## src/rtl/sio4_pkg.sv

```systemverilog
package sio4_pkg;
  typedef enum logic [1:0] {
    MODE_SYNC      = 2'd0,
    MODE_ASYNC     = 2'd1,
    MODE_BUS_START = 2'd2,
    MODE_BUS_COND  = 2'd3
  } sio_mode_e;

  typedef enum logic [1:0] {ST_IDLE, ST_TX, ST_ARX, ST_BRX} sio_state_e;

  localparam logic [1:0] ADDR_CTRL = 2'd0;
  localparam logic [1:0] ADDR_DIV  = 2'd1;
  localparam logic [1:0] ADDR_DATA = 2'd2;

  localparam int CTRL_GO   = 2;
  localparam int CTRL_DONE = 3;
  localparam int CTRL_IE   = 4;
  localparam int CTRL_FERR = 5;

  // ticks per asynchronous bit, start-bit ticks in mode 2
  localparam int ASYNC_OS         = 8;
  localparam int SYNC_START_TICKS = 2;
endpackage

```

## src/rtl/sio4_baud.sv

```systemverilog
module sio4_baud #(
  parameter int W = 8
) (
  input  logic         clk_i,
  input  logic         rst_ni,
  input  logic         clr_i,
  input  logic         en_i,
  input  logic [W-1:0] div_i,
  output logic         tick_o
);
  logic [W-1:0] cnt_q;

  assign tick_o = en_i && (cnt_q == div_i);

  always_ff @(posedge clk_i or negedge rst_ni) begin
    if (!rst_ni)                cnt_q <= '0;
    else if (clr_i || !en_i)    cnt_q <= '0;
    else if (tick_o)            cnt_q <= '0;
    else                        cnt_q <= cnt_q + 1'b1;
  end
endmodule

```

## src/rtl/sio4_insync.sv

```systemverilog
module sio4_insync #(
  parameter int   W       = 2,
  parameter int   STAGES  = 2,
  parameter logic RST_VAL = 1'b1
) (
  input  logic         clk_i,
  input  logic         rst_ni,
  input  logic [W-1:0] d_i,
  output logic [W-1:0] q_o
);
  logic [STAGES*W-1:0] chain_q;

  if (STAGES == 1) begin : g_single
    always_ff @(posedge clk_i or negedge rst_ni) begin
      if (!rst_ni) chain_q <= {(STAGES*W){RST_VAL}};
      else         chain_q <= d_i;
    end
  end else begin : g_multi
    always_ff @(posedge clk_i or negedge rst_ni) begin
      if (!rst_ni) chain_q <= {(STAGES*W){RST_VAL}};
      else         chain_q <= {chain_q[(STAGES-1)*W-1:0], d_i};
    end
  end

  assign q_o = chain_q[STAGES*W-1 -: W];
endmodule

```

## src/rtl/sio4_cond.sv

```systemverilog
module sio4_cond (
  input  logic clk_i,
  input  logic rst_ni,
  input  logic sck_i,
  input  logic sd_i,
  output logic sck_rise_o,
  output logic sd_fall_o,
  output logic start_o,
  output logic stop_o
);
  logic sck_q, sd_q;

  always_ff @(posedge clk_i or negedge rst_ni) begin
    if (!rst_ni) begin
      sck_q <= 1'b1;
      sd_q  <= 1'b1;
    end else begin
      sck_q <= sck_i;
      sd_q  <= sd_i;
    end
  end

  assign sck_rise_o = !sck_q && sck_i;
  assign sd_fall_o  = sd_q && !sd_i;
  // data edge while clock held high
  assign start_o    = sd_fall_o && sck_q && sck_i;
  assign stop_o     = !sd_q && sd_i && sck_q && sck_i;
endmodule

```

## src/rtl/sio4_port.sv

```systemverilog
module sio4_port
  import sio4_pkg::*;
#(
  parameter int DW          = 8,
  parameter int SYNC_STAGES = 2
) (
  input  logic          clk_i,
  input  logic          rst_ni,
  input  logic          reg_we_i,
  input  logic [1:0]    reg_addr_i,
  input  logic [DW-1:0] reg_wdata_i,
  output logic [DW-1:0] reg_rdata_o,
  output logic          irq_o,
  input  logic          sck_i,
  output logic          sck_o,
  output logic          sck_oe_o,
  input  logic          sd_i,
  output logic          sd_o,
  output logic          sd_oe_o
);
  localparam int PH_W = $clog2(ASYNC_OS*(DW+2)+1);
  localparam int OS_W = $clog2(ASYNC_OS);
  localparam int BI_W = PH_W - OS_W;
  localparam int BC_W = $clog2(DW+1);
  localparam logic [PH_W-1:0] SYNC_END   = PH_W'(2*DW);
  localparam logic [PH_W-1:0] ASYNC_MID  = PH_W'(ASYNC_OS/2);
  localparam logic [OS_W-1:0] OS_HALF    = OS_W'(ASYNC_OS/2);
  localparam logic [BI_W-1:0] ASYNC_STOP = BI_W'(DW+1);
  localparam logic [BI_W-1:0] ASYNC_END  = BI_W'(DW+2);
  localparam logic [BC_W-1:0] BITS_FULL  = BC_W'(DW);

  sio_state_e    st_q;
  sio_mode_e     mode_q, wr_mode;
  logic [DW-1:0] shift_q, div_q;
  logic          done_q, ie_q, ferr_q, sck_q, sd_q;
  logic [PH_W-1:0] ph_q, ph_n, off, rel;
  logic [BI_W-1:0] bidx;
  logic [OS_W-1:0] slot;
  logic [BC_W-1:0] bcnt_q;

  logic [1:0] line_s;
  logic       rx_sck, rx_sd;
  logic       sck_rise, sd_fall, start_c, stop_c;
  logic       tick, busy, wr_ctrl, go_req, arx_start, baud_clr, baud_en;

  sio4_insync #(.W(2), .STAGES(SYNC_STAGES), .RST_VAL(1'b1)) u_sync (
    .clk_i (clk_i), .rst_ni(rst_ni), .d_i({sck_i, sd_i}), .q_o(line_s)
  );
  assign rx_sck = line_s[1];
  assign rx_sd  = line_s[0];

  sio4_cond u_cond (
    .clk_i(clk_i), .rst_ni(rst_ni), .sck_i(rx_sck), .sd_i(rx_sd),
    .sck_rise_o(sck_rise), .sd_fall_o(sd_fall), .start_o(start_c), .stop_o(stop_c)
  );

  sio4_baud #(.W(DW)) u_baud (
    .clk_i(clk_i), .rst_ni(rst_ni), .clr_i(baud_clr), .en_i(baud_en),
    .div_i(div_q), .tick_o(tick)
  );

  assign busy      = (st_q != ST_IDLE);
  assign wr_ctrl   = reg_we_i && (reg_addr_i == ADDR_CTRL);
  assign wr_mode   = sio_mode_e'(reg_wdata_i[1:0]);
  assign go_req    = wr_ctrl && !busy && reg_wdata_i[CTRL_GO] && (wr_mode != MODE_BUS_COND);
  assign arx_start = !busy && !wr_ctrl && (mode_q == MODE_ASYNC) && sd_fall;
  assign baud_clr  = go_req || arx_start;
  assign baud_en   = (st_q == ST_TX) || (st_q == ST_ARX);

  assign ph_n = ph_q + 1'b1;
  assign off  = (mode_q == MODE_BUS_START) ? PH_W'(SYNC_START_TICKS) : '0;
  assign rel  = ph_n - off;
  assign bidx = ph_n[PH_W-1:OS_W];
  assign slot = ph_n[OS_W-1:0];

  always_ff @(posedge clk_i or negedge rst_ni) begin
    if (!rst_ni) begin
      st_q    <= ST_IDLE;
      mode_q  <= MODE_SYNC;
      shift_q <= '0;
      div_q   <= '0;
      done_q  <= 1'b0;
      ie_q    <= 1'b0;
      ferr_q  <= 1'b0;
      sck_q   <= 1'b1;
      sd_q    <= 1'b1;
      ph_q    <= '0;
      bcnt_q  <= '0;
    end else begin
      if (wr_ctrl) begin
        ie_q <= reg_wdata_i[CTRL_IE];
        if (!reg_wdata_i[CTRL_DONE]) done_q <= 1'b0;
        if (!busy) mode_q <= wr_mode;
      end
      if (reg_we_i && (reg_addr_i == ADDR_DIV)  && !busy) div_q   <= reg_wdata_i;
      if (reg_we_i && (reg_addr_i == ADDR_DATA) && !busy) shift_q <= reg_wdata_i;

      unique case (st_q)
        ST_IDLE: begin
          if (go_req) begin
            st_q   <= ST_TX;
            ph_q   <= '0;
            ferr_q <= 1'b0;
            unique case (wr_mode)
              MODE_SYNC:      begin sck_q <= 1'b0; sd_q <= shift_q[0]; end
              MODE_BUS_START: begin sck_q <= 1'b1; sd_q <= 1'b0; end
              default:        sd_q <= 1'b0;
            endcase
          end else if (arx_start) begin
            st_q   <= ST_ARX;
            ph_q   <= '0;
            ferr_q <= 1'b0;
          end else if ((mode_q == MODE_BUS_COND) && !wr_ctrl && start_c) begin
            st_q   <= ST_BRX;
            bcnt_q <= '0;
            ferr_q <= 1'b0;
          end
        end

        ST_TX: if (tick) begin
          ph_q <= ph_n;
          if (mode_q == MODE_ASYNC) begin
            if (slot == '0) begin
              if (bidx == ASYNC_END) begin
                st_q   <= ST_IDLE;
                done_q <= 1'b1;
                sd_q   <= 1'b1;
              end else if (bidx == ASYNC_STOP) begin
                sd_q <= 1'b1;
              end else begin
                sd_q    <= shift_q[0];
                shift_q <= {1'b1, shift_q[DW-1:1]};
              end
            end
          end else if (ph_n >= off) begin
            if (rel == SYNC_END) begin
              st_q   <= ST_IDLE;
              done_q <= 1'b1;
              sck_q  <= 1'b1;
              sd_q   <= 1'b1;
            end else if (rel[0]) begin
              sck_q   <= 1'b1;
              shift_q <= {sd_i, shift_q[DW-1:1]};
            end else begin
              sck_q <= 1'b0;
              sd_q  <= shift_q[0];
            end
          end
        end

        ST_ARX: if (tick) begin
          ph_q <= ph_n;
          if (ph_n == ASYNC_MID) begin
            if (rx_sd) st_q <= ST_IDLE;  // glitch, not a start bit
          end else if (slot == OS_HALF) begin
            if (bidx == ASYNC_STOP) begin
              st_q   <= ST_IDLE;
              done_q <= 1'b1;
              ferr_q <= !rx_sd;
            end else begin
              shift_q <= {rx_sd, shift_q[DW-1:1]};
            end
          end
        end

        ST_BRX: begin
          if (start_c) begin
            bcnt_q <= '0;
          end else if (stop_c) begin
            st_q <= ST_IDLE;
            if (bcnt_q == BITS_FULL) done_q <= 1'b1;
          end else if (sck_rise && (bcnt_q != BITS_FULL)) begin
            shift_q <= {rx_sd, shift_q[DW-1:1]};
            bcnt_q  <= bcnt_q + 1'b1;
          end
        end

        default: st_q <= ST_IDLE;
      endcase
    end
  end

  always_comb begin
    reg_rdata_o = '0;
    unique case (reg_addr_i)
      ADDR_CTRL: begin
        reg_rdata_o[1:0]       = mode_q;
        reg_rdata_o[CTRL_GO]   = busy;
        reg_rdata_o[CTRL_DONE] = done_q;
        reg_rdata_o[CTRL_IE]   = ie_q;
        reg_rdata_o[CTRL_FERR] = ferr_q;
      end
      ADDR_DIV:  reg_rdata_o = div_q;
      ADDR_DATA: reg_rdata_o = shift_q;
      default:   reg_rdata_o = '0;
    endcase
  end

  assign irq_o    = done_q && ie_q;
  assign sck_o    = sck_q;
  assign sd_o     = sd_q;
  assign sck_oe_o = (mode_q == MODE_SYNC) || (mode_q == MODE_BUS_START);
  assign sd_oe_o  = (st_q == ST_TX);
endmodule

```

## config.mk

```make
export PLATFORM = sky130hd
export DESIGN_NAME = sio4_port
export DESIGN_NICKNAME = d
export VERILOG_FILES = /design/src/rtl/sio4_pkg.sv /design/src/rtl/sio4_baud.sv /design/src/rtl/sio4_insync.sv /design/src/rtl/sio4_cond.sv /design/src/rtl/sio4_port.sv
export SDC_FILE = /design/constraint.sdc
export NUM_CORES = 1
export LEC_CHECK = 0
export ABC_AREA = 1
export BUFFER_PORTS_ARGS = -buffer_cell sky130_fd_sc_hd__buf_4
export CORE_ASPECT_RATIO = 2
export CORE_MARGIN = 4
export CORE_UTILIZATION = 40
export CTS_CLUSTER_DIAMETER = 80
export DETAILED_ROUTE_END_ITERATION = 8
export SYNTH_ARGS = -nofsm -noshare
export SYNTH_HDL_FRONTEND = slang
export SYNTH_HIERARCHICAL = 1
export SYNTH_SLANG_ARGS = --single-unit
```

## constraint.sdc

```tcl
create_clock -name clk_i -period 2.15 [get_ports clk_i]
set_clock_uncertainty 0.1 [all_clocks]
set_input_delay 0.43 -clock clk_i [delete_from_list [all_inputs] [get_ports clk_i]]
set_output_delay 0.43 -clock clk_i [all_outputs]
set_load 0.05 [all_outputs]
```

==> key figures, run 1 <==
Place
  • Number of input and output port buffers inserted: 27
  • Placement Cell Area: 0.00505 mm²
  • Final HPWL from detailed placement: 11.1 mm
  • Final GP Congestion: 0.903

Drt
  • Via Count: 4,628
  • DRC errors left: 0
  • Routed via count divided by cell count: 5.25
  • Starting DRT DRC Count: 315
  • DR WL/cell: 16.4 µm
  • Post-detailed-routing wire length: 14.4 mm
  • Detail Route Antenna Nets: 0
  • Number of detailed-route iterations in the first pass: 5

CTS
  • Total clock sinks: 50
  • Deepest clock path buffer count: 2
  • Clk slew on worst S/H paths: 0.07 ns
  • H-Tree Level Count: 2
  • Clock tree from TritonCTS: done
  • Root buf cell: sky130_fd_sc_hd__clkbuf_16
  • Hold bufs inserted after CTS: 0
  • Skew-Pair Late Insertion Delay: 0.30 ns
  • TritonCTS buffer count: 5

Final layout
  • Share of final-layout standard cells stronger than drive strength 1: 0.336
  • Number of filler cells placed in the layout: 956
  • Antenna diodes: 0
  • Area added between synthesis and finish: 39.7%
  • Post-route cell area: 0.00576 mm²
  • Fin util: 0.571
  • Number of nets at the end of the flow: 777

Synthesis
  • Largest cells by area after synthesis: sky130_fd_sc_hd__dfrtp_1 (26%), sky130_fd_sc_hd__nand2_1 (17%), sky130_fd_sc_hd__inv_1 (8.1%)
  • Post-synthesis instance area: 0.00412 mm²
  • Sequential area share after synthesis: 0.306
  • Total nets after synthesis: 662
  • Most common cell in the netlist: sky130_fd_sc_hd__nand2_1
  • Proportion of register bits with asynchronous set or reset after synthesis: 1.00
  • Mapped Avg Cell Area: 6.54 µm²
  • Count of mapped cells out of synthesis: 630
  • Largest area contributor in the synthesized netlist: sky130_fd_sc_hd__dfrtp_1
  • Cell variety after synth: 41
  • Most instantiated flip-flop cell in the synthesis netlist: sky130_fd_sc_hd__dfrtp_1
  • Yosys warning total: 6
  • Flop and latch count out of synthesis: 50
  • Most used standard cells in the synthesized netlist: sky130_fd_sc_hd__nand2_1 (192), sky130_fd_sc_hd__inv_1 (89), sky130_fd_sc_hd__nor2_1 (56)
  • Number of synthesized flops with an enable pin: 0
  • Share of the synthesized area in the top cell type: 0.255

Global routing
  • Global routing usage summed across all routing layers: 0.241
  • Antenna violations before repair: 0
  • Met2 demand-to-capacity share in global routing: 0.474
  • Total overflow reported by the global router: 0
  • Maximum number of pins on one net before global-route repair: 51
  • Via count of the first global-routing pass: 4,577
  • Global-route wire length before repair: 22.2 mm
  • Most congested layer reported by global routing: met2
  • GRT met3 Usage: 0.0213
  • Met1 Use GR: 0.227

STA
  • Pins Over Slew Limit: 0
  • Final setup viols: 3
  • Fin Hold WS: 0.0708 ns
  • Max Freq: 460 MHz
  • Setup Total Neg Slack: -0.0546 ns
  • Setup repair after global routing missed its margin: yes
  • Final number of hold-violating endpoints: 0
  • Final Cycle Share: 1.01
  • Final Critical Period: 2.17 ns
  • Slack of the critical path: -0.0240 ns
  • Slew at the pin closest to its max-slew limit: 0.687 ns
  • Headroom to the max-slew limit: 0.542

Floorplanning
  • Total number of placement rows: 52
  • Top-Level Pins: 28
  • Die Span Y: 152 µm
  • Core outline area: 0.0101 mm²
  • Total Die Area: 0.0121 mm²
  • Die boundary width: 79.8 µm
  • Starting Density: 0.409

Worst setup path
  • Worst Path Max Fanout: 5
  • Cell-by-cell trace of the critical path: ha_4 > ha_4 > inv_2 > nand2_1 > nor2_2 > inv_1 > nor2_2 > nor2_1 > a21oi_2 > nand3_4 > nand2_1 > o21ai_1
  • Type of element capturing the critical path: register
  • Data arrival time of the critical path: 2.25 ns
  • Category of the critical setup timing path: register to register
  • Worst EP required: 2.23 ns
  • Slowest cell on the critical path: sky130_fd_sc_hd__dfrtp_1
  • Crit start category: register
  • Combined buffer and inverter count along the critical path: 2
  • Delay of the slowest critical-path stage: 0.43 ns
  • Top delay family on crit path: simple AND/OR/NAND/NOR gates

Pwr
  • Power per cell area: 1410 mW/mm²
  • Static leakage power: 2.90 nW
  • Power after layout: 8.11 mW
  • Peak supply drop: 0.709 mV

Run
  • Max_cap viols: 0

Hold path
  • Class of the most critical hold timing path: input pin to asynchronous set/reset pin

Status
  • Violations in the final reports: setup timing
  • Result of the run: finished with violations
-- routing by layer --
layer | vias up | wire, µm | share of wire
met5 | - | 0 | 0
met3 | 52 | 530 | 0.037
met1 | 2169 | 4870 | 0.34
met2 | 153 | 8080 | 0.56
met4 | 0 | 961 | 0.067
li1 | 2254 | - | -
-- final cells by class --
cell class                      instances  area [µm²]  share of cell area
Clock buffer                            7         153              0.0265
Clock inverter                          1        8.76             0.00152
Inverter                               94         372              0.0645
Multi-Input combinational cell        472        2830               0.491
Sequential cell                        50        1260               0.219
Tap cell                              135         169              0.0293
Timing Repair Buffer                  122         966               0.168
-- state kept, by name, summed over array words and instances, names as in the netlist --
| register | flops |
|---|---|
| mode_q | 2 |
| bcnt_q | 4 |
| sd_o | 1 |
| div_q | 8 |
| st_q | 2 |
| u_cond/sck_q | 1 |
| ie_q | 1 |
| shift_q | 8 |
| u_baud/cnt_q | 8 |
| done_q | 1 |
| ph_q | 7 |
| sck_o | 1 |
| ferr_q | 1 |
| u_cond/sd_q | 1 |
| u_sync/chain_q | 4 |
-- cells in the final DEF (no fill, tap or decap), types with 3 or more instances in the layout --
cell / Yosys / layout
sky130_fd_sc_hd__o21ai_0: 47 / 27
sky130_fd_sc_hd__inv_2: 4 / 14
sky130_fd_sc_hd__nor2_1: 56 / 49
sky130_fd_sc_hd__ha_1: 17 / 10
sky130_fd_sc_hd__clkbuf_16: 0 / 5
sky130_fd_sc_hd__nor3_2: 0 / 3
sky130_fd_sc_hd__nand3_4: 1 / 10
sky130_fd_sc_hd__nand3_1: 45 / 38
sky130_fd_sc_hd__xor2_1: 7 / 7
sky130_fd_sc_hd__o22ai_1: 8 / 7
sky130_fd_sc_hd__ha_4: 0 / 6
sky130_fd_sc_hd__a21oi_2: 0 / 6
sky130_fd_sc_hd__nor2_2: 8 / 14
sky130_fd_sc_hd__nand2_2: 7 / 10
sky130_fd_sc_hd__buf_6: 2 / 10
sky130_fd_sc_hd__o21ai_2: 4 / 7
sky130_fd_sc_hd__nand2_1: 192 / 179
sky130_fd_sc_hd__o21ai_1: 6 / 22
sky130_fd_sc_hd__dfrtp_1: 42 / 41
sky130_fd_sc_hd__inv_4: 0 / 4
sky130_fd_sc_hd__nand3_2: 9 / 8
sky130_fd_sc_hd__a21oi_1: 24 / 17
sky130_fd_sc_hd__dfstp_2: 8 / 8
sky130_fd_sc_hd__nand4_1: 10 / 10
sky130_fd_sc_hd__inv_1: 89 / 74
sky130_fd_sc_hd__buf_4: 4 / 111
sky130_fd_sc_hd__nand2_4: 5 / 13
-- stage by stage --
| step | setup slack [ns] | std cells |
|---|---|---|
| final | -0.0240 | 881 |
| after global routing | -0.183 | 881 |
| after CTS | -0.00993 | 866 |
| after detailed placement | -0.132 | 855 |
| after global placement | -0.0664 | 855 |
| after floorplan | -0.0425 | 630 |
-- kinds of logic after synthesis --
family / Yosys count / share of synthesized area
xor+xnor: 9 / 0.0191
fa+ha+maj: 17 / 0.0516
compound gates: 99 / 0.133
buf+inv: 109 / 0.107
simple gates: 344 / 0.378
mux: 2 / 0.00546
flops: 50 / 0.306
-- worst paths after layout --
check | start | endpoint | slack [ns] | cells after the start
setup / recovery | ph_q[0]$_DFFE_PN0P_ | st_q[0]$_DFFE_PN0P_ | -0.02 | 12
hold / removal | rst_ni | u_baud/cnt_q[3]$_DFF_PN0_ | 0.07 | 1
setup reg to reg | ph_q[0]$_DFFE_PN0P_ | st_q[0]$_DFFE_PN0P_ | -0.02 | 12
hold reg to reg | u_sync/chain_q[1]$_DFF_PN1_ | u_sync/chain_q[3]$_DFF_PN1_ | 0.26 | 0
max in group asynchronous | rst_ni | div_q[5]$_DFFE_PN0P_ | 1.38 | 1
min in group clk_i | sck_i | u_sync/chain_q[1]$_DFF_PN1_ | 0.14 | 1
-- where the power goes --
group	internal (mW)	switching, mW
logic	2.31	3.30
clock network	0.498	0.369
registers	1.27	0.358
-- repair_timing --
item                                    in CTS  in global routing
pin swaps                                   10                 27
resized for setup                           31                 94
setup buffers                                3                 14
endpoints found under the setup margin      15                 29
gates cloned                                 0                  1
(Power assumes the default switching activity.)
==> run 2: changes to the inputs <==
CORE_UTILIZATION = 25   (was 40)
SYNTH_HIERARCHICAL = unset   (was 1)
==> key figures, run 2 <==
Synthesis
  • Count of mapped cells out of synthesis: 520 (was 630)
  • Number of synthesized flops with an enable pin: 0 (unchanged)
  • Post-synthesis share of cell area spent on full adders, half adders and majority gates: 0.0595 (was 0.0516)
  • Total nets after synthesis: 552 (was 662)
  • Cell variety after synth: 41 (unchanged)
  • Multiplexer fraction of the synthesized cell area: 0.00630 (was 0.00546)
  • Synthesized-area fraction occupied by ao, oa, aoi and oai cells: 0.103 (was 0.133)
  • Basic-gate share of the synthesized area counting and, or, nand and nor cells: 0.361 (was 0.378)
  • Sequential area share after synthesis: 0.353 (was 0.306)
  • Yosys warning total: 0 (was 6)
  • Mapped Avg Cell Area: 6.87 µm² (was 6.54 µm²)
  • Share of the synthesized area in the top cell type: 0.294 (was 0.255)
  • Dominant combinational cell family by area after synthesis: simple AND/OR/NAND/NOR gates (unchanged)
  • Most common cell in the netlist: sky130_fd_sc_hd__nand2_1 (unchanged)
  • Largest cells by area after synthesis: sky130_fd_sc_hd__dfrtp_1 (29%), sky130_fd_sc_hd__nand2_1 (17%), sky130_fd_sc_hd__inv_1 (8.1%) (was sky130_fd_sc_hd__dfrtp_1 (26%), sky130_fd_sc_hd__nand2_1 (17%), sky130_fd_sc_hd__inv_1 (8.1%))
  • Most used standard cells in the synthesized netlist: sky130_fd_sc_hd__nand2_1 (158), sky130_fd_sc_hd__inv_1 (77), sky130_fd_sc_hd__nor2_1 (48) (was sky130_fd_sc_hd__nand2_1 (192), sky130_fd_sc_hd__inv_1 (89), sky130_fd_sc_hd__nor2_1 (56))
  • Area share of xor/xnor cells in the synthesized design: 0.0147 (was 0.0191)
  • Proportion of register bits with asynchronous set or reset after synthesis: 1.00 (unchanged)
  • Post-synthesis instance area: 0.00357 mm² (was 0.00412 mm²)
  • Flop and latch count out of synthesis: 50 (unchanged)
  • Largest area contributor in the synthesized netlist: sky130_fd_sc_hd__dfrtp_1 (unchanged)
  • Most instantiated flip-flop cell in the synthesis netlist: sky130_fd_sc_hd__dfrtp_1 (unchanged)

Global routing
  • Global routing usage summed across all routing layers: 0.147 (was 0.241)
  • Global-route wire length before repair: 18.7 mm (was 22.2 mm)
  • Maximum number of pins on one net before global-route repair: 51 (unchanged)
  • Via count of the first global-routing pass: 3,739 (was 4,577)
  • Total overflow reported by the global router: 0 (unchanged)
  • Antenna violations before repair: 0 (unchanged)

Floorplanning
  • Total Die Area: 0.0164 mm² (was 0.0121 mm²)
  • Total number of placement rows: 61 (was 52)
  • Die Span Y: 177 µm (was 152 µm)
  • Die boundary width: 92.6 µm (was 79.8 µm)
  • Top-Level Pins: 28 (unchanged)
  • Core outline area: 0.0140 mm² (was 0.0101 mm²)
  • Starting Density: 0.256 (was 0.409)

Drt
  • Number of detailed-route iterations in the first pass: 6 (was 5)
  • Total met2 wirelength after detailed routing: 6.78 mm (was 8.08 mm)
  • Starting DRT DRC Count: 158 (was 315)
  • DRC errors left: 0 (unchanged)
  • Detail Route Antenna Nets: 0 (unchanged)
  • Uppermost layer routed: met4 (unchanged)
  • DR WL/cell: 14.9 µm (was 16.4 µm)
  • Via Count: 3,588 (was 4,628)
  • Routed via count divided by cell count: 4.60 (was 5.25)
  • Met1 layer wirelength in the final routing: 3.71 mm (was 4.87 mm)
  • Routed met3 length: 384 µm (was 530 µm)
  • Post-detailed-routing wire length: 11.6 mm (was 14.4 mm)

Final layout
  • Area added between synthesis and finish: 33.2% (was 39.7%)
  • Fin util: 0.341 (was 0.571)
  • Antenna diodes: 0 (unchanged)
  • Largest registers: div_q (8), shift_q (8), u_baud.cnt_q (8) (was div_q (8), shift_q (8), u_baud/cnt_q (8))
  • Share of final-layout standard cells stronger than drive strength 1: 0.276 (was 0.336)
  • Number of nets at the end of the flow: 622 (was 777)
  • Most common cell after layout, fill and taps aside: sky130_fd_sc_hd__nand2_1 (unchanged)
  • Commonest cells after routing, fill and taps aside: sky130_fd_sc_hd__nand2_1 (148), sky130_fd_sc_hd__inv_1 (73), sky130_fd_sc_hd__buf_4 (71), sky130_fd_sc_hd__dfrtp_1 (42), sky130_fd_sc_hd__nor2_1 (39) (was sky130_fd_sc_hd__nand2_1 (179), sky130_fd_sc_hd__buf_4 (111), sky130_fd_sc_hd__inv_1 (74), sky130_fd_sc_hd__nor2_1 (49), sky130_fd_sc_hd__dfrtp_1 (41))

Status
  • Violations in the final reports: setup timing (unchanged)
  • Result of the run: finished with violations (unchanged)

Place
  • Number of input and output port buffers inserted: 27 (unchanged)
  • Final GP Congestion: 0.940 (was 0.903)
  • Post-place setup slack: -0.0947 ns (was -0.132 ns)
  • Final HPWL from detailed placement: 9.49 mm (was 11.1 mm)

STA
  • Final Cycle Share: 1.02 (was 1.01)
  • Slew at the pin closest to its max-slew limit: 0.669 ns (was 0.687 ns)
  • Final Critical Period: 2.19 ns (was 2.17 ns)
  • Headroom to the max-slew limit: 0.554 (was 0.542)
  • Max Freq: 457 MHz (was 460 MHz)
  • Final number of hold-violating endpoints: 0 (unchanged)
  • Final setup viols: 4 (was 3)
  • Slack of the critical path: -0.0371 ns (was -0.0240 ns)
  • Setup repair after global routing missed its margin: yes (unchanged)
  • Pins Over Slew Limit: 0 (unchanged)

Pwr
  • Power after layout: 5.18 mW (was 8.11 mW)
  • Peak supply drop: 0.375 mV (was 0.709 mV)
  • Static leakage power: 2.31 nW (was 2.90 nW)
  • Power per cell area: 1090 mW/mm² (was 1410 mW/mm²)

CTS
  • Clk slew on worst S/H paths: 0.07 ns (about the same)
  • Clock tree from TritonCTS: done (unchanged)
  • TritonCTS buffer count: 5 (unchanged)
  • H-Tree Level Count: 2 (unchanged)
  • Root buf cell: sky130_fd_sc_hd__clkbuf_16 (unchanged)
  • Total clock sinks: 50 (unchanged)
  • Skew-Pair Late Insertion Delay: 0.30 ns (about the same)
  • Deepest clock path buffer count: 2 (unchanged)

Worst setup path
  • Delay of the slowest critical-path stage: 0.42 ns (was 0.43 ns)
  • Category of the critical setup timing path: register to register (unchanged)
  • Crit start category: register (unchanged)
  • Top cell by count, worst path: sky130_fd_sc_hd__ha_4
  • Data arrival time of the critical path: 2.28 ns (was 2.25 ns)
  • Type of element capturing the critical path: register (unchanged)
  • Slowest cell on the critical path: sky130_fd_sc_hd__dfrtp_1 (unchanged)
  • Reg2reg start: ph_q[0]$_DFFE_PN0P_ (unchanged)
  • Worst setup path start: ph_q[0]$_DFFE_PN0P_ (unchanged)
  • Worst Path Max Fanout: 4 (was 5)
  • Cell-by-cell trace of the critical path: ha_4 > inv_4 > ha_4 > ha_4 > inv_2 > nor2_1 > nand2_1 > nor2_1 > o21ai_1 > nor2_2 > nand2_2 > nand2_2 > nand3_4 > nand2_1 > o21ai_1 (was ha_4 > ha_4 > inv_2 > nand2_1 > nor2_2 > inv_1 > nor2_2 > nor2_1 > a21oi_2 > nand3_4 > nand2_1 > o21ai_1)
  • Worst EP required: 2.24 ns (was 2.23 ns)

Run
  • Max_cap viols: 0 (unchanged)

Hold path
  • Class of the most critical hold timing path: input pin to asynchronous set/reset pin (unchanged)
## run 2: cell types whose count changed after synthesis, moves of 3 or more
| cell | delta |
|---|---|
| sky130_fd_sc_hd__o22ai_1 | -3 |
| sky130_fd_sc_hd__nand3_2 | -3 |
| sky130_fd_sc_hd__nand2_4 | -4 |
| sky130_fd_sc_hd__o211ai_1 | +6 |
| sky130_fd_sc_hd__a21oi_1 | -12 |
| sky130_fd_sc_hd__xor2_1 | -4 |
| sky130_fd_sc_hd__nor2_1 | -8 |
| sky130_fd_sc_hd__nand4_1 | -3 |
| sky130_fd_sc_hd__nand3_1 | -3 |
| sky130_fd_sc_hd__inv_1 | -12 |
| sky130_fd_sc_hd__o21ai_0 | -27 |
| sky130_fd_sc_hd__nand2_1 | -34 |
## run 2: where the power goes
part | total [mW] | switching (mW) | internal, mW
sequential | 1.43 | 0.240 | 1.19
combinational | 2.81 | 1.77 | 1.04
clock | 0.937 | 0.385 | 0.552
## run 2: path summary, 6_finish.rpt
kind,cells past startpoint,end,slack [ns]
max,15,st_q[0]$_DFFE_PN0P_,-0.04
min,1,bcnt_q[2]$_DFFE_PN0P_,0.06
min in group clk_i,1,u_sync.chain_q[1]$_DFF_PN1_,0.14
max in group asynchronous,1,ph_q[5]$_DFFE_PN0P_,1.43
min reg2reg,0,u_sync.chain_q[3]$_DFF_PN1_,0.26
max reg2reg,15,st_q[0]$_DFFE_PN0P_,-0.04
## run 2: layout make-up
| type | instances | area, µm² |
|---|---|---|
| fillers | 1512 | 9210 |
| multi-input cells | 377 | 2190 |
| flip-flops and latches | 50 | 1260 |
| repair buffers | 75 | 596 |
| inverters | 81 | 310 |
| well taps | 189 | 236 |
| clock buffers | 5 | 125 |
| clock inverters | 3 | 43.8 |
## run 2: timing repair
| item | CTS | global route |
|---|---|---|
| endpoints found under the setup margin | 14 | 24 |
| resized for setup | 7 | 41 |
| pin swaps | 5 | 9 |
| buffers inserted | 1 | 4 |
| hold endpoints to repair | 0 | 0 |
| hold buffers | 0 | 0 |
## run 2: cell families (layout without fill, tap and decap cells)
group / count (synthesis) / after routing
compound gates: 61 / 61
xor+xnor: 6 / 6
fa+ha+maj: 17 / 17
buf+inv: 93 / 164
flops: 50 / 50
mux: 2 / 2
simple gates: 291 / 291
## run 2: per-stage QoR
stage               TNS, ns  hold WS (ns)  cells  area [µm²]
CTS                  -0.559         0.101    776        4570
finish              -0.0990        0.0559    780        4760
floorplan           -0.0103        0.0344    520        3650
global placement     -0.527         0.247    767        4370
global route          -1.39         0.127    780        4760
detailed placement    -1.02         0.248    767        4370
## run 2: per-layer routing
metal,track usage,up-vias
li1,-,1796
met1,0.127,1652
met2,0.297,95
met3,0.0187,45
met4,0.102,0
met5,0,-
## run 2: worst max-delay path, delay by kind of cell, from the launching register on
kind            cells  cell delay (ns)
fa+ha+maj           3             0.69
simple gates        8             0.67
flops               1             0.42
compound gates      2             0.14
buf+inv             2             0.05
==> run 3: changes to the inputs <==
ABC_AREA = unset   (was 1)
==> key figures, run 3 <==
Drt
  • Routed via count divided by cell count: 5.30 (was 4.60)
  • DR WL/cell: 18.2 µm (was 14.9 µm)
  • Detail Route Antenna Nets: 0 (unchanged)
  • Starting DRT DRC Count: 244 (was 158)
  • DRC errors left: 0 (unchanged)
  • Post-detailed-routing wire length: 11.9 mm (was 11.6 mm)
  • Via Count: 3,480 (was 3,588)
  • Number of detailed-route iterations in the first pass: 5 (was 6)

Floorplanning
  • Starting Density: 0.255 (was 0.256)
  • Top-Level Pins: 28 (unchanged)
  • Total Die Area: 0.0158 mm² (was 0.0164 mm²)
  • Die boundary width: 91.0 µm (was 92.6 µm)
  • Total number of placement rows: 60 (was 61)
  • Die Span Y: 174 µm (was 177 µm)
  • Core outline area: 0.0135 mm² (was 0.0140 mm²)

Global routing
  • Antenna violations before repair: 0 (unchanged)
  • Maximum number of pins on one net before global-route repair: 51 (unchanged)
  • Total overflow reported by the global router: 0 (unchanged)
  • Via count of the first global-routing pass: 3,744 (was 3,739)
  • Global-route wire length before repair: 19.1 mm (was 18.7 mm)
  • Global routing usage summed across all routing layers: 0.152 (was 0.147)

STA
  • Final Critical Period: 2.58 ns (was 2.19 ns)
  • Final setup viols: 15 (was 4)
  • Final number of hold-violating endpoints: 0 (unchanged)
  • Fin Hold WS: 0.0478 ns (was 0.0559 ns)
  • Pins Over Slew Limit: 0 (unchanged)
  • Headroom to the max-slew limit: 0.569 (was 0.554)
  • Setup repair after global routing missed its margin: yes (unchanged)
  • Slew at the pin closest to its max-slew limit: 0.646 ns (was 0.669 ns)
  • Max Freq: 388 MHz (was 457 MHz)
  • Setup Total Neg Slack: -4.33 ns (was -0.0990 ns)
  • Final Cycle Share: 1.20 (was 1.02)
  • Slack of the critical path: -0.429 ns (was -0.0371 ns)

Worst setup path
  • Cell-by-cell trace of the critical path: ha_4 > inv_4 > ha_4 > and2_4 > a2111o_1 > a2111oi_4 > a21oi_2 > nor3_2 > buf_4 > mux2i_1 (was ha_4 > inv_4 > ha_4 > ha_4 > inv_2 > nor2_1 > nand2_1 > nor2_1 > o21ai_1 > nor2_2 > nand2_2 > nand2_2 > nand3_4 > nand2_1 > o21ai_1)
  • Register-to-register setup slack: -0.43 ns (was -0.04 ns)
  • Top cell by count, worst path: sky130_fd_sc_hd__ha_4 (unchanged)
  • Type of element capturing the critical path: register (unchanged)
  • Reg-to-reg critical path endpoint: st_q[0]$_DFFE_PN0P_ (unchanged)
  • Top delay family on crit path: compound AO/OA/AOI/OAI gates (was adder cells)
  • Cell depth of the worst flop-to-flop path: 10 (was 15)
  • Category of the critical setup timing path: register to register (unchanged)
  • Combined buffer and inverter count along the critical path: 2 (unchanged)
  • Worst Path Max Fanout: 2 (was 4)
  • Worst EP required: 2.28 ns (was 2.24 ns)
  • Slowest cell on the critical path: sky130_fd_sc_hd__dfrtp_2 (was sky130_fd_sc_hd__dfrtp_1)
  • Crit start category: register (unchanged)
  • Data arrival time of the critical path: 2.71 ns (was 2.28 ns)
  • Delay of the slowest critical-path stage: 0.43 ns (was 0.42 ns)
  • Reg2reg start: ph_q[1]$_DFFE_PN0P_ (was ph_q[0]$_DFFE_PN0P_)

CTS
  • Clock tree from TritonCTS: done (unchanged)
  • TritonCTS buffer count: 5 (unchanged)
  • Total clock sinks: 50 (unchanged)
  • H-Tree Level Count: 2 (unchanged)
  • Root buf cell: sky130_fd_sc_hd__clkbuf_16 (unchanged)
  • Deepest clock path buffer count: 2 (unchanged)
  • Hold bufs inserted after CTS: 0 (unchanged)
  • Skew-Pair Late Insertion Delay: 0.31 ns (was 0.30 ns)
  • Clk slew on worst S/H paths: 0.07 ns (about the same)

Final layout
  • Number of filler cells placed in the layout: 1,362 (was 1,512)
  • Most common cell after layout, fill and taps aside: sky130_fd_sc_hd__buf_4 (was sky130_fd_sc_hd__nand2_1)
  • Largest registers: div_q (8), shift_q (8), u_baud.cnt_q (8) (unchanged)
  • Final Non-Filler Cells: 656 (was 780)
  • Number of nets at the end of the flow: 532 (was 622)
  • Area added between synthesis and finish: 49.3% (was 33.2%)
  • Share of final-layout standard cells stronger than drive strength 1: 0.475 (was 0.276)
  • Antenna diodes: 0 (unchanged)
  • Commonest cells after routing, fill and taps aside: sky130_fd_sc_hd__buf_4 (132), sky130_fd_sc_hd__dfrtp_1 (37), sky130_fd_sc_hd__nand2_1 (26), sky130_fd_sc_hd__nand3_1 (18), sky130_fd_sc_hd__inv_1 (17) (was sky130_fd_sc_hd__nand2_1 (148), sky130_fd_sc_hd__inv_1 (73), sky130_fd_sc_hd__buf_4 (71), sky130_fd_sc_hd__dfrtp_1 (42), sky130_fd_sc_hd__nor2_1 (39))

Synthesis
  • Flop and latch count out of synthesis: 50 (unchanged)
  • Largest area contributor in the synthesized netlist: sky130_fd_sc_hd__dfrtp_1 (unchanged)
  • Count of mapped cells out of synthesis: 363 (was 520)
  • Most instantiated flip-flop cell in the synthesis netlist: sky130_fd_sc_hd__dfrtp_1 (unchanged)
  • Most used standard cells in the synthesized netlist: sky130_fd_sc_hd__dfrtp_1 (42), sky130_fd_sc_hd__nand2_1 (28), sky130_fd_sc_hd__o21ai_0 (22) (was sky130_fd_sc_hd__nand2_1 (158), sky130_fd_sc_hd__inv_1 (77), sky130_fd_sc_hd__nor2_1 (48))
  • Number of synthesized flops with an enable pin: 0 (unchanged)
  • Cell variety after synth: 71 (was 41)
  • Yosys warning total: 0 (unchanged)
  • Sequential area share after synthesis: 0.366 (was 0.353)
  • Mapped Avg Cell Area: 9.49 µm² (was 6.87 µm²)
  • Most common cell in the netlist: sky130_fd_sc_hd__dfrtp_1 (was sky130_fd_sc_hd__nand2_1)
  • Post-synthesis instance area: 0.00345 mm² (was 0.00357 mm²)
  • Share of the synthesized area in the top cell type: 0.305 (was 0.294)
  • Largest cells by area after synthesis: sky130_fd_sc_hd__dfrtp_1 (31%), sky130_fd_sc_hd__ha_1 (6.2%), sky130_fd_sc_hd__dfstp_2 (6.1%) (was sky130_fd_sc_hd__dfrtp_1 (29%), sky130_fd_sc_hd__nand2_1 (17%), sky130_fd_sc_hd__inv_1 (8.1%))
  • Proportion of register bits with asynchronous set or reset after synthesis: 1.00 (unchanged)
  • Total nets after synthesis: 395 (was 552)

Pwr
  • Power after layout: 5.62 mW (was 5.18 mW)
  • Peak supply drop: 0.822 mV (was 0.375 mV)
  • Power per cell area: 1090 mW/mm² (about the same)
  • Static leakage power: 2.33 nW (was 2.31 nW)

Hold path
  • Class of the most critical hold timing path: input pin to asynchronous set/reset pin (unchanged)

Place
  • Final HPWL from detailed placement: 9.54 mm (was 9.49 mm)
  • Final GP Congestion: 0.934 (was 0.940)
  • Post-place setup slack: -0.461 ns (was -0.0947 ns)
  • Placed instance count: 640 (was 767)
  • Number of input and output port buffers inserted: 27 (unchanged)

Run
  • Max_cap viols: 0 (unchanged)

Status
  • Violations in the final reports: setup timing (unchanged)
  • Result of the run: finished with violations (unchanged)
run 3: cell types whose count changed in the layout (fill, tap and decap cells not counted), moves of 6 or more:
cell,delta
sky130_fd_sc_hd__nand2_1,-122
sky130_fd_sc_hd__buf_4,+61
sky130_fd_sc_hd__inv_1,-56
sky130_fd_sc_hd__nor2_1,-24
sky130_fd_sc_hd__nand3_1,-19
sky130_fd_sc_hd__nand2_2,-13
sky130_fd_sc_hd__mux2i_1,+11
sky130_fd_sc_hd__xor2_1,+11
sky130_fd_sc_hd__buf_6,+10
sky130_fd_sc_hd__mux2_2,+10
sky130_fd_sc_hd__nor2_2,-7
sky130_fd_sc_hd__a222oi_1,+6
run 3: repair_timing:
| item | CTS | global route |
|---|---|---|
| endpoints found under the setup margin | 22 | 26 |
| resized for setup | 24 | 34 |
| pin swaps | 12 | 13 |
| hold endpoints to repair | 0 | 0 |
| setup buffers | 8 | 1 |
run 3: worst max-delay path by stage:
stage                              from             endpoint  slack, ns  cells past startpoint
global placement    ph_q[1]$_DFFE_PN0P_  st_q[0]$_DFFE_PN0P_      -0.38                     10
floorplan           ph_q[1]$_DFFE_PN0P_  st_q[0]$_DFFE_PN0P_      -0.36                      9
detailed placement  ph_q[1]$_DFFE_PN0P_  st_q[1]$_DFFE_PN0P_      -0.46                     10
finish              ph_q[1]$_DFFE_PN0P_  st_q[0]$_DFFE_PN0P_      -0.43                     10
global route        ph_q[1]$_DFFE_PN0P_  st_q[0]$_DFFE_PN0P_      -0.52                      9
CTS                 ph_q[1]$_DFFE_PN0P_  st_q[1]$_DFFE_PN0P_      -0.45                     10
run 3: report_power, final:
group / internal, mW / switching [mW] / leakage [nW] / total [mW]
combinational: 1.54 / 1.78 / 1.62 / 3.32
sequential: 1.20 / 0.237 / 0.632 / 1.44
clock: 0.445 / 0.417 / 0.0759 / 0.862
total: 3.19 / 2.43 / 2.33 / 5.62
run 3: per-stage QoR:
stage	util	area (µm²)
after global placement	0.348	4710
after CTS	0.370	5000
final	0.381	5140
after floorplan	-	3570
after global routing	0.381	5140
after detailed placement	0.348	4710
run 3: final cells by class:
cell class / instances / area [µm²] / area share
Clock inverter: 3 / 28.8 / 0.00559
Clock buffer: 5 / 125 / 0.0243
Timing Repair Buffer: 144 / 1130 / 0.219
Sequential cell: 50 / 1270 / 0.246
Multi-Input combinational cell: 277 / 2310 / 0.450
Tap cell: 155 / 194 / 0.0377
Inverter: 22 / 87.6 / 0.0170
run 3: logic make-up (layout without fill, tap and decap cells):
group,after synthesis,after routing,share of synthesized area
multiplexers,25,25,0.0777
buffers and inverters,36,174,0.0443
AO/OA/AOI/OAI,98,98,0.212
adder cells (fa/ha/maj),17,17,0.0617
flip-flops,50,50,0.366
XOR/XNOR,21,21,0.0556
AND/OR/NAND/NOR,116,116,0.183
run 3: per-layer routing:
layer  vias up  GRT usage  routed length (µm)
li1       1626          -                   -
met1      1727      0.134                3680
met2        87      0.303                7130
met3        40     0.0178                 304
met4         0      0.110                 822
met5         -          0                   0
